`config.mk`:
```
export PLATFORM = sky130hd
export DESIGN_NAME = txt_overlay_gen
export DESIGN_NICKNAME = d
export VERILOG_FILES = /design/src/rtl/txt_overlay_pkg.sv /design/src/rtl/cursor_band.sv /design/src/rtl/underline_mask.sv /design/src/rtl/map_select_fsm.sv /design/src/rtl/txt_overlay_gen.sv
export SDC_FILE = /design/constraint.sdc
export NUM_CORES = 1
export LEC_CHECK = 0
export BUFFER_PORTS_ARGS = -buffer_cell sky130_fd_sc_hd__buf_2
export CAP_MARGIN = 40
export CELL_PAD_IN_SITES_DETAIL_PLACEMENT = 0
export CELL_PAD_IN_SITES_GLOBAL_PLACEMENT = 1
export CORE_ASPECT_RATIO = 1.4
export CORE_MARGIN = 2
export CORE_UTILIZATION = 32
export CTS_CLUSTER_DIAMETER = 100
export CTS_CLUSTER_SIZE = 24
export DETAILED_ROUTE_END_ITERATION = 8
export PLACE_DENSITY = 0.8
export SYNTH_ARGS = -nofsm -noshare
export SYNTH_HDL_FRONTEND = slang
export SYNTH_SLANG_ARGS = --single-unit
```
`constraint.sdc`:
```
create_clock -name clk -period 2.1 [get_ports clk]
set_input_delay 0.525 -clock clk [delete_from_list [all_inputs] [get_ports clk]]
set_output_delay 0.525 -clock clk [all_outputs]
set_load 0.005 [all_outputs]
```
`src/rtl/txt_overlay_pkg.sv`:
```
package txt_overlay_pkg;
    typedef enum logic {
        MAP_STEADY  = 1'b0,
        MAP_PENDING = 1'b1
    } map_state_t;

    localparam logic [2:0] LINE_GFX_TOP = 3'b110;
endpackage

```
`src/rtl/cursor_band.sv`:
```
module cursor_band #(
    parameter int ROW_W = 5
) (
    input  logic [ROW_W-1:0] row_cnt,
    input  logic [ROW_W-1:0] cur_first,
    input  logic [ROW_W-1:0] cur_last,
    input  logic             cur_here,
    input  logic             blink_on,
    output logic             cursor_hit
);
    logic band_valid;
    logic in_band;

    always_comb begin
        band_valid = (cur_first <= cur_last);
        in_band    = (row_cnt >= cur_first) && (row_cnt <= cur_last);
        cursor_hit = cur_here && blink_on && band_valid && in_band;
    end
endmodule

```
`src/rtl/underline_mask.sv`:
```
module underline_mask
    import txt_overlay_pkg::*;
#(
    parameter int ROW_W  = 5,
    parameter int DOT_W  = 4,
    parameter int CODE_W = 8
) (
    input  logic [ROW_W-1:0]  row_cnt,
    input  logic [ROW_W-1:0]  ul_row,
    input  logic [DOT_W-1:0]  dot_cnt,
    input  logic [CODE_W-1:0] char_code,
    input  logic              ul_attr,
    input  logic              nine_dot,
    output logic              underline_hit
);
    localparam logic [DOT_W-1:0] NINTH_COL = DOT_W'(8);

    logic line_gfx;
    logic col_ok;

    always_comb begin
        line_gfx      = (char_code[CODE_W-1 -: 3] == LINE_GFX_TOP);
        col_ok        = !nine_dot || (dot_cnt != NINTH_COL) || line_gfx;
        underline_hit = ul_attr && (row_cnt == ul_row) && col_ok;
    end
endmodule

```
`src/rtl/map_select_fsm.sv`:
```
module map_select_fsm
    import txt_overlay_pkg::*;
#(
    parameter int ROW_W = 5,
    parameter int MAP_W = 3
) (
    input  logic             clk,
    input  logic             rst_n,
    input  logic [ROW_W-1:0] row_cnt,
    input  logic             map_wr,
    input  logic [MAP_W-1:0] map_wdata,
    output logic [MAP_W-1:0] font_map
);
    map_state_t       state_q, state_d;
    logic [ROW_W-1:0] prev_row_q;
    logic [MAP_W-1:0] shadow_q;
    logic [MAP_W-1:0] active_q;
    logic             wrap;

    assign wrap = (row_cnt == '0) && (prev_row_q != '0);

    always_ff @(posedge clk or negedge rst_n) begin
        if (!rst_n) state_q <= MAP_STEADY;
        else        state_q <= state_d;
    end

    always_comb begin
        state_d = state_q;
        unique case (state_q)
            MAP_STEADY:  if (map_wr) state_d = MAP_PENDING;
            MAP_PENDING: if (wrap && !map_wr) state_d = MAP_STEADY;
            default:     state_d = MAP_STEADY;
        endcase
    end

    always_ff @(posedge clk or negedge rst_n) begin
        if (!rst_n) begin
            prev_row_q <= '0;
            shadow_q   <= '0;
            active_q   <= '0;
        end else begin
            prev_row_q <= row_cnt;
            if (state_q == MAP_PENDING && wrap) active_q <= shadow_q;
            if (map_wr) shadow_q <= map_wdata;
        end
    end

    assign font_map = active_q;
endmodule

```
`src/rtl/txt_overlay_gen.sv`:
```
module txt_overlay_gen
    import txt_overlay_pkg::*;
#(
    parameter int ROW_W  = 5,
    parameter int DOT_W  = 4,
    parameter int CODE_W = 8,
    parameter int MAP_W  = 3
) (
    input  logic              clk,
    input  logic              rst_n,
    input  logic [ROW_W-1:0]  row_cnt,
    input  logic [DOT_W-1:0]  dot_cnt,
    input  logic [CODE_W-1:0] char_code,
    input  logic              ul_attr,
    input  logic              cur_here,
    input  logic [ROW_W-1:0]  cur_first,
    input  logic [ROW_W-1:0]  cur_last,
    input  logic [ROW_W-1:0]  ul_row,
    input  logic              nine_dot,
    input  logic              blink_on,
    input  logic              map_wr,
    input  logic [MAP_W-1:0]  map_wdata,
    output logic              overlay_on,
    output logic [MAP_W-1:0]  font_map
);
    logic cursor_hit;
    logic underline_hit;

    cursor_band #(.ROW_W(ROW_W)) u_cursor (
        .row_cnt    (row_cnt),
        .cur_first  (cur_first),
        .cur_last   (cur_last),
        .cur_here   (cur_here),
        .blink_on   (blink_on),
        .cursor_hit (cursor_hit)
    );

    underline_mask #(.ROW_W(ROW_W), .DOT_W(DOT_W), .CODE_W(CODE_W)) u_ul (
        .row_cnt       (row_cnt),
        .ul_row        (ul_row),
        .dot_cnt       (dot_cnt),
        .char_code     (char_code),
        .ul_attr       (ul_attr),
        .nine_dot      (nine_dot),
        .underline_hit (underline_hit)
    );

    map_select_fsm #(.ROW_W(ROW_W), .MAP_W(MAP_W)) u_map (
        .clk       (clk),
        .rst_n     (rst_n),
        .row_cnt   (row_cnt),
        .map_wr    (map_wr),
        .map_wdata (map_wdata),
        .font_map  (font_map)
    );

    always_ff @(posedge clk or negedge rst_n) begin
        if (!rst_n) overlay_on <= 1'b0;
        else        overlay_on <= cursor_hit || underline_hit;
    end
endmodule

```
After elaboration in Yosys (flattened, before gate mapping):

Cells that the tools add are included.

* output and inout port bits: 4
* flip-flop bits (word level): 13
* logic and storage cells: 31

* multiplexer cells: 3
* $lt $le $gt $ge: 3
* reductions and logical operators: 16
* bitwise logic cells: 1
* eq/ne operators: 3

Operators by type and width (number)
* <= comparator 5 bit: 2
* logical AND 1 bit: 9
* == test 5 bit: 1
* greater-or-equal comparator 5 bit: 1
* zero test 5 bit: 1
* nonzero test 5 bit: 1
* inequality test 4 bit, second input constant: 1
* == test 3 bit, second input constant: 1
* logical OR 1 bit: 3
* zero test 1 bit: 2
* two-way mux 1 bit: 2
* case mux 1 bit (2 select lines): 1
* inverter 1 bit: 1

Depth between registers and ports, before layout:

Gate-level depths: netlist (run 1).

* depth in word-level cells: 5
* depth in mapped cells: 6
* depth with buffers taken out: 6

By module:

Synthesis (run 1) repeated with hierarchy kept, for this count alone.

* cells, all modules: 87
* area total of the unflattened synthesis: 920.9 um^2

By module, submodules not included
* map_select_fsm: instances 1, cells an instance 26, area an instance 425.4 um^2
* cursor_band: instances 1, cells an instance 48, area an instance 366.6 um^2
* underline_mask: instances 1, cells an instance 11, area an instance 97.6 um^2
* txt_overlay_gen: instances 1, cells an instance 2, area an instance 31.3 um^2

Least setup slack after synthesis (run 1):

OpenSTA, ideal clock, no wires.

* path kind: input to register
* start point: in cur_last[4]
* end point: reg overlay_on
* stages: 6
* arrival time: 1433 ps
* setup slack: 542 ps
* required time: 1974 ps
* path through: inv_1 -> ha_1 -> nand4_1 -> o221a_1 -> o211ai_1 -> o31ai_1

* word-level cells in the longest chain between the ends: 4

Ends and longest elaborated chain
* start: declaration: line txt_overlay_gen.sv:17 `input logic [ROW_W-1:0] cur_last,`
* <= comparator 5 bit, on equally long branches: line cursor_band.sv:15, cursor_band.sv:16
* logical AND 1 bit, on equally long branches: line cursor_band.sv:17, cursor_band.sv:16
* logical AND 1 bit *: line cursor_band.sv:17 `cursor_hit = cur_here && blink_on && band_valid && in_band;`
* logical OR 1 bit *: line txt_overlay_gen.sv:59 `else overlay_on <= cursor_hit || underline_hit;`
* end signal: assignment: line txt_overlay_gen.sv:59
* end: declaration: line txt_overlay_gen.sv:23 `output logic overlay_on,`

Mark *: on every way between the ends. The rest lies on a longest branch, timed or not.
A chain may end at the register's enable or synchronous reset.

Worst setup path after layout (run 1):

* start point: reg u_map.prev_row_q[0]
* end point: reg u_map.active_q[2] (netlist: u_map.font_map[2])

* word-level cells in the longest chain between the ends: 3

Ends and longest elaborated chain
* start: declaration: line map_select_fsm.sv:15 `logic [ROW_W-1:0] prev_row_q;`
* start signal: assignment: line map_select_fsm.sv:42 `prev_row_q <= row_cnt;`
* nonzero test 5 bit: line map_select_fsm.sv:20 `assign wrap = (row_cnt == '0) && (prev_row_q != '0);`
* logical AND 1 bit: line map_select_fsm.sv:20
* logical AND 1 bit: line map_select_fsm.sv:43 `if (state_q == MAP_PENDING && wrap) active_q <= shadow_q;`
* end signal: assignment: line map_select_fsm.sv:43
* end: declaration: line map_select_fsm.sv:17 `logic [MAP_W-1:0] active_q;`

Every way passes these cells.

==> impl_results.md, run 1 <==
- Slew margin rel.: between 70 and 80%
- CP startpoint kind: register
- Max clock buf depth: 2
- DR vias: around 770
- Commonest non-fill, non-tap cell in the layout: buf_2
- Cts repair resizes: 0
- Most frequent cells in the layout: buf_2 (40), ha_1 (15), dfrtp_1 (13)
- YS warnings: 0
- Post-synthesis mux area share: under 10%
- Grt ovf: 0
- DR pass1 iterations: 2
- Total CTS buffers: 3
- WP data required: ~2.3 ns
- Setup TNS: 0 ns
- FF+latch area: between 300 and 400 um2
- Post-Route WL: 1870 um
- Setup Viol. Count Final: 0
- Critical Path AT: 1.80 ns
- Fill cells: ~260
- CTS hold repair buffers: 0
- Design Power: 0.600 mW
- N_diodes: 0
- CP max FO: 3
- Tcrit/Tclk final: between 70% and 80%
- CTS tree: built
- XOR/XNOR share of the synthesized area: approximately 5.0%
- Fin. Hold Viols: 0
- Dpl hpwl: around 1700 um
- Routability cong.: 0.705
- Initial Utilization: 33.5%
- Adder-Cell Fraction of Synth Area: about a fifth
- RSZ-0062 raised after global routing: false
- Number of I/O pins: 46
- MaxCap Viol Count: 0
- Flops & latches, synth: 13
- Clock Tree Root: clkbuf_4
- Power Dens Cells: ~520 nW/um2
- DR vias/cell: 4.75
- Crit. End Element: register
- DRC: 0
- Worst-Skew Late Latency: between 0.2 and 0.3 ns
- Fmax: between 600 and 700 MHz
- Final min period: between 1.5 and 2 ns
- Row count: 22
- CTS clk-pin slew, worst paths: roughly 0.07 ns
- Layout cells sized above 1: 35.4%
- Peak supply drop: approximately 0.21 mV
- Clock sinks: 13
- DR iter-0 viols: 3
- Initial antenna violation count: 0
- Post-detailed-route count of antenna-violating nets: 0
- Synthesized area: roughly 880 um2
- Worst min path class: primary input to asynchronous set/reset pin
- Leak: 0.606 nW
- Die ar.: around 3200 um2
- Global-route wire length before repair: roughly 3400 um
- Pin count of the biggest net entering global routing: 14
- Core area: between 2000 and 3000 um2
- Status: completed
- Total GRT Usage: ~14%
- Worst Skew: around 0.0018 ns
- Compound-cell area share of the yosys netlist: between 10% and 20%
- Die Wd: 48.2 um
- Wire per inst: about 11 um
- Post-CTS Setup Bufs: 0
- Post-Syn Instances: 83
- Die H: about 66 um
- Largest family of logic cells by synthesized area: adder cells
- CTS H-tree depth: 1
- Kind of critical path: register to register
- Hold Slack: roughly 0.12 ns
- Vias in the first global route: 860
- P&R area growth vs syn: 31.0%
- Register area share after synthesis: between 30% and 40%
- Yosys cell types: 25
- Max Slew Vio Count: 0
- Synth Net Count: 140
- Number of buffers added on ports: 40
- Worst-margin pin slew: 0.341 ns
- Mean post-synth cell area: 10.6 um2
- Nets: 185
- Synth Area in Simple Gates: around 10%
- Area of the multi-input gates: a little over 500 um2
path summary, 6_finish.rpt:
kind                                startpoint             endpoint  slack (ns)  cells past startpoint
max reg2reg                u_map.prev_row_q[0]    u_map.font_map[2]        0.45                      3
min reg2reg                  u_map.shadow_q[1]    u_map.font_map[1]        0.49                      1
min in group clk                    row_cnt[0]  u_map.prev_row_q[0]        0.42                      1
min                                      rst_n    u_map.shadow_q[0]        0.12                      1
max                        u_map.prev_row_q[0]    u_map.font_map[2]        0.45                      3
max in group asynchronous                rst_n    u_map.font_map[2]        1.76                      1
report_power, final:
group	leakage [nW]	internal, mW	switching, mW	total [mW]
Sequential	0.153	0.278	0.0122	0.291
Clock	0.0150	0.0734	0.0739	0.147
Combinational	0.438	0.0854	0.0765	0.162
Total	0.606	0.437	0.163	0.600
cells in the mapped netlist (all sizes together):
| cell | instances | area [um2] |
|---|---|---|
| ha | 15 | 188 |
| nand3 | 1 | 5.00 |
| xnor2 | 1 | 8.76 |
| or4 | 1 | 11.3 |
| nor4 | 1 | 6.26 |
| o22ai | 1 | 6.26 |
| a21oi | 4 | 20.0 |
| mux2 | 6 | 67.6 |
| a21o | 2 | 15.0 |
| xor2 | 4 | 35.0 |
| nand4 | 2 | 12.5 |
| nor4b | 1 | 8.76 |
| o21a | 1 | 7.51 |
| dfrtp | 13 | 325 |
| nor2 | 3 | 11.3 |
| o31ai | 2 | 15.0 |
| a31oi | 1 | 6.26 |
| o21ai | 1 | 5.00 |
| o221a | 1 | 11.3 |
| nor2b | 2 | 12.5 |
| nor3 | 1 | 5.00 |
| nand2 | 4 | 15.0 |
| inv | 11 | 41.3 |
| o2111ai | 1 | 15.0 |
| o211ai | 3 | 22.5 |
routing by layer:
layer  GRT usage, %  vias to the layer above  routed length (um)
li1               -                      387                   -
met1           14.9                      360                 693
met2           26.8                       25                1060
met3          0.820                        2                 101
met4           5.07                        0                   7
met5              0                        -                   0
flip-flops by register name (all words and copies together), names as in the netlist:
register,count
u_map.state_q,1
u_map.prev_row_q,5
overlay_on,1
u_map.font_map,3
u_map.shadow_q,3
cell type report:
class	instances	area share, %
well taps	36	3.92
inverters	11	3.59
multi-input cells	59	44.4
clock buffers	4	2.29
flip-flops and latches	13	28.3
repair buffers	40	17.4
logic make-up (layout without fill, tap and decap cells):
logic type | count (synthesis) | in the layout
AOI/OAI and AO/OA | 17 | 17
xor gates and xnor gates | 5 | 5
adders and majority gates | 15 | 15
buffers and inverters | 11 | 55
DFF | 13 | 13
muxes | 6 | 6
and+or+nand+nor | 16 | 16
through the flow:
step | cell area [um2] | util (%) | std cells | setup slack [ns]
detailed placement | 1120 | 42.9 | 159 | 0.322
CTS | 1150 | 43.9 | 163 | 0.428
finish | 1150 | 43.9 | 163 | 0.450
global route | 1150 | 43.9 | 163 | 0.370
global placement | 1120 | 42.9 | 159 | 0.329
floorplan | 877 | - | 83 | 0.542
critical path, stage by stage, from the launching register on:
cell and delay (ns):
dfrtp_1 0.37, or4_4 0.54, o2111ai_2 0.27, mux2_1 0.35
Power figures use the tool's default switching activity.
==> run 2: changes to the inputs <==
- CORE_UTILIZATION: 32 -> 29
- PLACE_DENSITY: 0.8 -> 0.77
- clock period: 2.1 -> 1.5 ns (I/O delays scaled with it)
==> impl_results.md, run 2 (synthesis gave the netlist of run 1 again) <==
- Max Slew Vio Count: 0 (unchanged)
- Kind of critical path: register to register
- DR iter-0 viols: 9 (+6)
- Vias in the first global route: 865 (+0.58%)
- Total CTS buffers: 3 (unchanged)
- Wire per inst: 11.5 um (+0.48%)
- Slew margin rel.: 80.9% (+3.8 points)
- Reg with most FFs: u_map.prev_row_q
- Die H: 69.1 um (+4.7%)
- Nets: 196 (+5.9%)
- Fmax: 609 MHz (+0.41%)
- CP startpoint kind: register
- Leak: 0.670 nW (+10%)
- CP max FO: 3 (unchanged)
- Initial antenna violation count: 0 (unchanged)
- Setup Viol. Count Final: 3 (+3)
- Fin area: 1270 um2 (+10%)
- Number of buffers added on ports: 40 (unchanged)
- Status: finished, violations left
- Grt ovf: 0 (unchanged)
- Clock sinks: 13 (unchanged)
- Finished Core Util: 44.0% (+0.12 points)
- CP delay by family, top: simple AND/OR/NAND/NOR gates
- Worst min path class: primary input to asynchronous set/reset pin
- Number of I/O pins: 46 (unchanged)
- Slowest stage delay, CP: 0.55 ns (about the same)
- Total GRT Usage: 13.1% (-1.0 points)
- Die ar.: 3490 um2 (+9.6%)
- Design Power: 0.966 mW (+61%)
- Worst-Skew Late Latency: 0.24 ns (-0.03 ns)
- Pin count of the biggest net entering global routing: 14 (unchanged)
- CTS clk-pin slew, worst paths: 0.05 ns (-0.02 ns)
- Critical Path AT: 1.76 ns (-0.04 ns)
- Post-detailed-route count of antenna-violating nets: 0 (unchanged)
- MaxCap Viol Count: 0 (unchanged)
- Row count: 23 (+4.5%)
- Dpl hpwl: 1840 um (+8.2%)
- DRC: 0 (unchanged)
- CTS tree: built
- Core area: 2880 um2 (+10%)
- RSZ-0062 raised after global routing: true
- Die Wd: 50.5 um (+4.6%)
- Global-route wire length before repair: 3570 um (+6.4%)
- Worst Skew: 0.00429 ns (+0.00244 ns)
- Most frequent cells in the layout: buf_2 (40), ha_1 (15), dfrtp_1 (13)
- Layout cells sized above 1: 41.3% (+5.9 points)
- P&R area growth vs syn: 44.5%
- Max clock buf depth: 2 (unchanged)
- DR pass1 iterations: 4 (+2)
- DR vias: 790 (+2.1%)
- Worst-margin pin slew: 0.284 ns (-0.0573 ns)
- Fin. Hold Viols: 0 (unchanged)
- N_diodes: 0 (unchanged)
- DP Area: 1220 um2 (+8.5%)
- Failing checks: setup timing
- Crit path cell chain: or4_4, o2111ai_4, mux2_1
- Buffers & Inverters on Critical Path: 0 (unchanged)
- Power Dens Cells: 762 nW/um2 (+46%)
- Initial Utilization: 30.5% (-3.1 points)
- Tcrit/Tclk final: 110% (+31 points)
- CTS H-tree depth: 1 (unchanged)
- WP data required: 1.62 ns (-0.63 ns)
- DR vias/cell: 4.51 (-4.9%)
- Post-Route WL: 2010 um (+7.9%)
- CP max-delay cell: or4_4
- Peak supply drop: 0.348 mV (+63%)
- Place WS: -0.143 ns (-0.465 ns)
- Crit. End Element: register
- Final min period: 1.64 ns (-0.00667 ns)
- Final worst setup slack: -0.143 ns (-0.593 ns)
- Routability cong.: 0.743 (+5.3%)
- Max reg flops: 5 (unchanged)
- Commonest non-fill, non-tap cell in the layout: buf_2
- Clock Tree Root: clkbuf_8
-- run 2: cell type report --
class	instances	area, um2
Multi-Input combinational cell	59	527
Sequential cell	13	325
Tap cell	37	46.3
Fill cell	301	1610
Clock buffer	4	45.0
Timing Repair Buffer	51	283
Inverter	11	41.3
-- run 2: worst paths after layout --
path	from	to	slack, ns	cells past startpoint
max	u_map.prev_row_q[0]	u_map.font_map[1]	-0.14	3
min in group clk	row_cnt[2]	u_map.prev_row_q[2]	0.32	1
max in group asynchronous	rst_n	u_map.font_map[2]	1.28	1
min	rst_n	u_map.font_map[0]	0.004	1
max reg2reg	u_map.prev_row_q[0]	u_map.font_map[1]	-0.14	3
min reg2reg	u_map.shadow_q[0]	u_map.shadow_q[0]	0.48	1
-- run 2: metal layers --
metal | GRT usage (%) | up-vias | wire length, um
met5 | 0 | - | 0
met4 | 3.60 | 0 | 21
met3 | 1.95 | 2 | 109
met2 | 25.9 | 29 | 1120
met1 | 13.6 | 349 | 764
li1 | - | 410 | -
-- run 2: what timing repair did --
item,in CTS,in global routing
endpoints found under the setup margin,3,4
resized for setup,0,1
setup buffers,0,0
hold buffers,0,0
-- run 2: metrics by stage --
| stage | hold slack (ns) | TNS, ns | instances |
|---|---|---|---|
| floorplan | 0.0794 | -0.159 | 83 |
| global placement | 0.258 | -0.396 | 171 |
| detailed placement | 0.272 | -0.549 | 171 |
| CTS | 0.0102 | -0.439 | 175 |
| global route | 0.0210 | -0.581 | 175 |
| finish | 0.00357 | -0.407 | 175 |
-- run 2: report_power, final --
group	internal, mW	total, mW	switching (mW)
combinational	0.138	0.251	0.113
sequential	0.391	0.411	0.0195
clock	0.187	0.305	0.118
==> run 3: changes to the inputs <==
- ABC_AREA: not set -> 1
- CORE_UTILIZATION: 29 -> 28
==> impl_results.md, run 3 <==
- Clock Tree Root: clkbuf_8
- CP startpoint kind: primary input
- MaxCap Viol Count: 0 (unchanged)
- Reg2reg start: u_map.prev_row_q[3]
- Synth top area cells: dfrtp_1 (35%), ha_1 (20%), nand2_1 (16%)
- Worst min path class: primary input to asynchronous set/reset pin
- Leak: 0.759 nW (+13%)
- Reg2reg end: u_map.font_map[2]
- Final std cells w/o fill: 215 (+23%)
- Worst reg2reg path depth: 5 (+2)
- Most frequent cells in the layout: nand2_1 (40), buf_2 (40), inv_1 (25)
- Synth cell count leaders: nand2_1 (40), inv_1 (25), ha_1 (15), dfrtp_1 (13), nor2_1 (10)
- Max Slew Vio Count: 0 (unchanged)
- Total GRT Usage: 12.3% (-0.82 points)
- Post-Syn Instances: 128 (+54%)
- Initial antenna violation count: 0 (unchanged)
- Global-route wire length before repair: 3570 um (-0.20%)
- Setup TNS: 0 ns (+0.407 ns)
- Crit. path cell count: 11 (+8)
- Crit path cell chain: buf_2, ha_1, nand2_1, nor2_1, nand2_1, nand3_1, nand2_1, nand2_1, inv_1, nand2_1, nand2_1
- Critical path origin: row_cnt[4]
- Mean post-synth cell area: 7.32 um2 (-31%)
- Top-count cell post-synth: nand2_1
- Worst Skew: 0.00258 ns (-0.00170 ns)
- Worst-margin pin slew: 0.292 ns (+0.00811 ns)
- Main synth FF type: dfrtp_1
- CP delay by family, top: simple AND/OR/NAND/NOR gates
- CTS tree: built
- Dpl hpwl: 1830 um (-0.61%)
- Fin. Hold Viols: 0 (unchanged)
- Pin count of the biggest net entering global routing: 14 (unchanged)
- Number of enable flip-flop cells after synthesis: 0 (unchanged)
- Post-detailed-route count of antenna-violating nets: 0 (unchanged)
- Max reg flops: 5 (unchanged)
- Total CTS buffers: 3 (unchanged)
- Fmax: 821 MHz (+35%)
- Design Power: 0.946 mW (-2.1%)
- Number of buffers added on ports: 40 (unchanged)
- Setup Viol. Count Final: 0 (-3)
- DR iter-0 viols: 8 (-1)
- Cts repair resizes: 0 (unchanged)
- P&R area growth vs syn: 34.6%
- CTS H-tree depth: 1 (unchanged)
- R2R setup slack: 0.45 ns (+0.59 ns)
- Max clock buf depth: 2 (unchanged)
- CTS clk-pin slew, worst paths: 0.05 ns (about the same)
- Buffers & Inverters on Critical Path: 2 (+2)
- CP dominant cell by count: nand2_1
- Routability cong.: 0.766 (+3.2%)
- Placed cells: 211 (+23%)
- RSZ-0062 raised after global routing: false
- N_diodes: 0 (unchanged)
- Ys async rst share: 100% (unchanged)
- DRC: 0 (unchanged)
- Post-Route WL: 2070 um (+2.9%)
- CTS hold repair buffers: 0 (unchanged)
- WP data required: 1.63 ns (about the same)
- Post-CTS Setup Bufs: 0 (unchanged)
- Slowest stage delay, CP: 0.29 ns (-0.26 ns)
- Synth Net Count: 185 (+32%)
- Worst-Skew Late Latency: 0.24 ns (about the same)
- Flops & latches, synth: 13 (unchanged)
- Largest area contributor in the netlist: dfrtp_1
- Final min period: 1.22 ns (-0.426 ns)
- Core area: 3150 um2 (+9.6%)
- Die ar.: 3830 um2 (+9.9%)
- Peak supply drop: 0.332 mV (-4.7%)
- Number of I/O pins: 46 (unchanged)
- CP max FO: 3 (unchanged)
- Post-synth top area share: 34.7% (-2.4 points)
- Reg with most FFs: u_map.prev_row_q
- Row count: 24 (+4.3%)
- Power Dens Cells: 750 nW/um2 (-1.6%)
- Initial Utilization: 29.7% (-0.76 points)
- Status: completed
- CP max-delay cell: ha_1
- Wire per inst: 9.63 um (-16%)
- Crit. End Element: register
- Kind of critical path: primary input to register
- Die H: 72.5 um (+4.9%)
- YS warnings: 0 (unchanged)
- Nets: 234 (+19%)
- Critical Path AT: 1.35 ns (-0.41 ns)
- DR pass1 iterations: 4 (unchanged)
- Synthesized area: 937 um2 (+6.8%)
- DR vias: 921 (+17%)
- Clock sinks: 13 (unchanged)
- Worst setup endpoint: overlay_on
- Register area share after synthesis: 34.7% (-2.4 points)
- Vias in the first global route: 920 (+6.4%)
- Yosys cell types: 17 (-32%)
- Slew margin rel.: 80.6% (-0.34 points)
- Die Wd: 52.9 um (+4.8%)
- Grt ovf: 0 (unchanged)
- DR vias/cell: 4.28 (-5.1%)
- Tcrit/Tclk final: 81.2% (-28 points)
- Layout cells sized above 1: 28.4% (-13 points)
-- run 3: kinds of logic after synthesis --
group | share of synthesized area (%)
XOR/XNOR | 1.87
AND/OR/NAND/NOR | 25.1
flip-flops | 34.7
buffers and inverters | 10.4
adder cells (fa/ha/maj) | 20.0
AO/OA/AOI/OAI | 7.88
-- run 3: worst min-delay path by stage --
stage / from / to / slack [ns] / cells past startpoint
floorplan: rst_n / overlay_on / 0.08 / 0
global placement: rst_n / u_map.shadow_q[2] / 0.26 / 1
detailed placement: rst_n / u_map.font_map[2] / 0.27 / 1
CTS: rst_n / u_map.font_map[2] / 0.009 / 1
global route: rst_n / u_map.font_map[1] / 0.02 / 1
finish: rst_n / u_map.state_q / 0.008 / 1
-- run 3: final cells by class --
type                       count  area, um2
clock buffer                   4       45.0
timing repair buffer          44        230
multi-input combinational     89        514
tap                           39       48.8
sequential                    13        325
inverter                      26       97.6
fill                         338       1890
-- run 3: through the flow --
stage                     instance area [um2]  hold slack (ns)  utilization (%)  worst slack (ns)
final                                    1260          0.00766             40.0             0.283
after global routing                     1260           0.0178             40.0             0.150
after CTS                                1260          0.00881             40.0             0.255
after detailed placement                 1220            0.272             38.6           0.00374
after global placement                   1220            0.261             38.6            0.0235
after floorplan                           937           0.0794                -             0.212
-- run 3: worst register-to-register path: stages (launching register included) --
cell	delay, ns
dfrtp_1	0.36
nor3_1	0.20
nand2_1	0.11
nand3_2	0.14
nand2_1	0.07
o21ai_1	0.09
-- run 3: routing by layer --
metal	global-route usage [%]	routed length [um]	up-vias
met5	0	0	-
met4	5.13	36	0
met3	1.85	120	5
met2	23.2	1120	27
met1	13.0	792	397
li1	-	-	492
-- run 3: report_power, final --
| part | switching (mW) | total, mW | leakage, nW | internal (mW) |
|---|---|---|---|---|
| Clock | 0.122 | 0.309 | 0.0228 | 0.188 |
| Sequential | 0.0121 | 0.397 | 0.156 | 0.385 |
| Combinational | 0.126 | 0.240 | 0.580 | 0.114 |
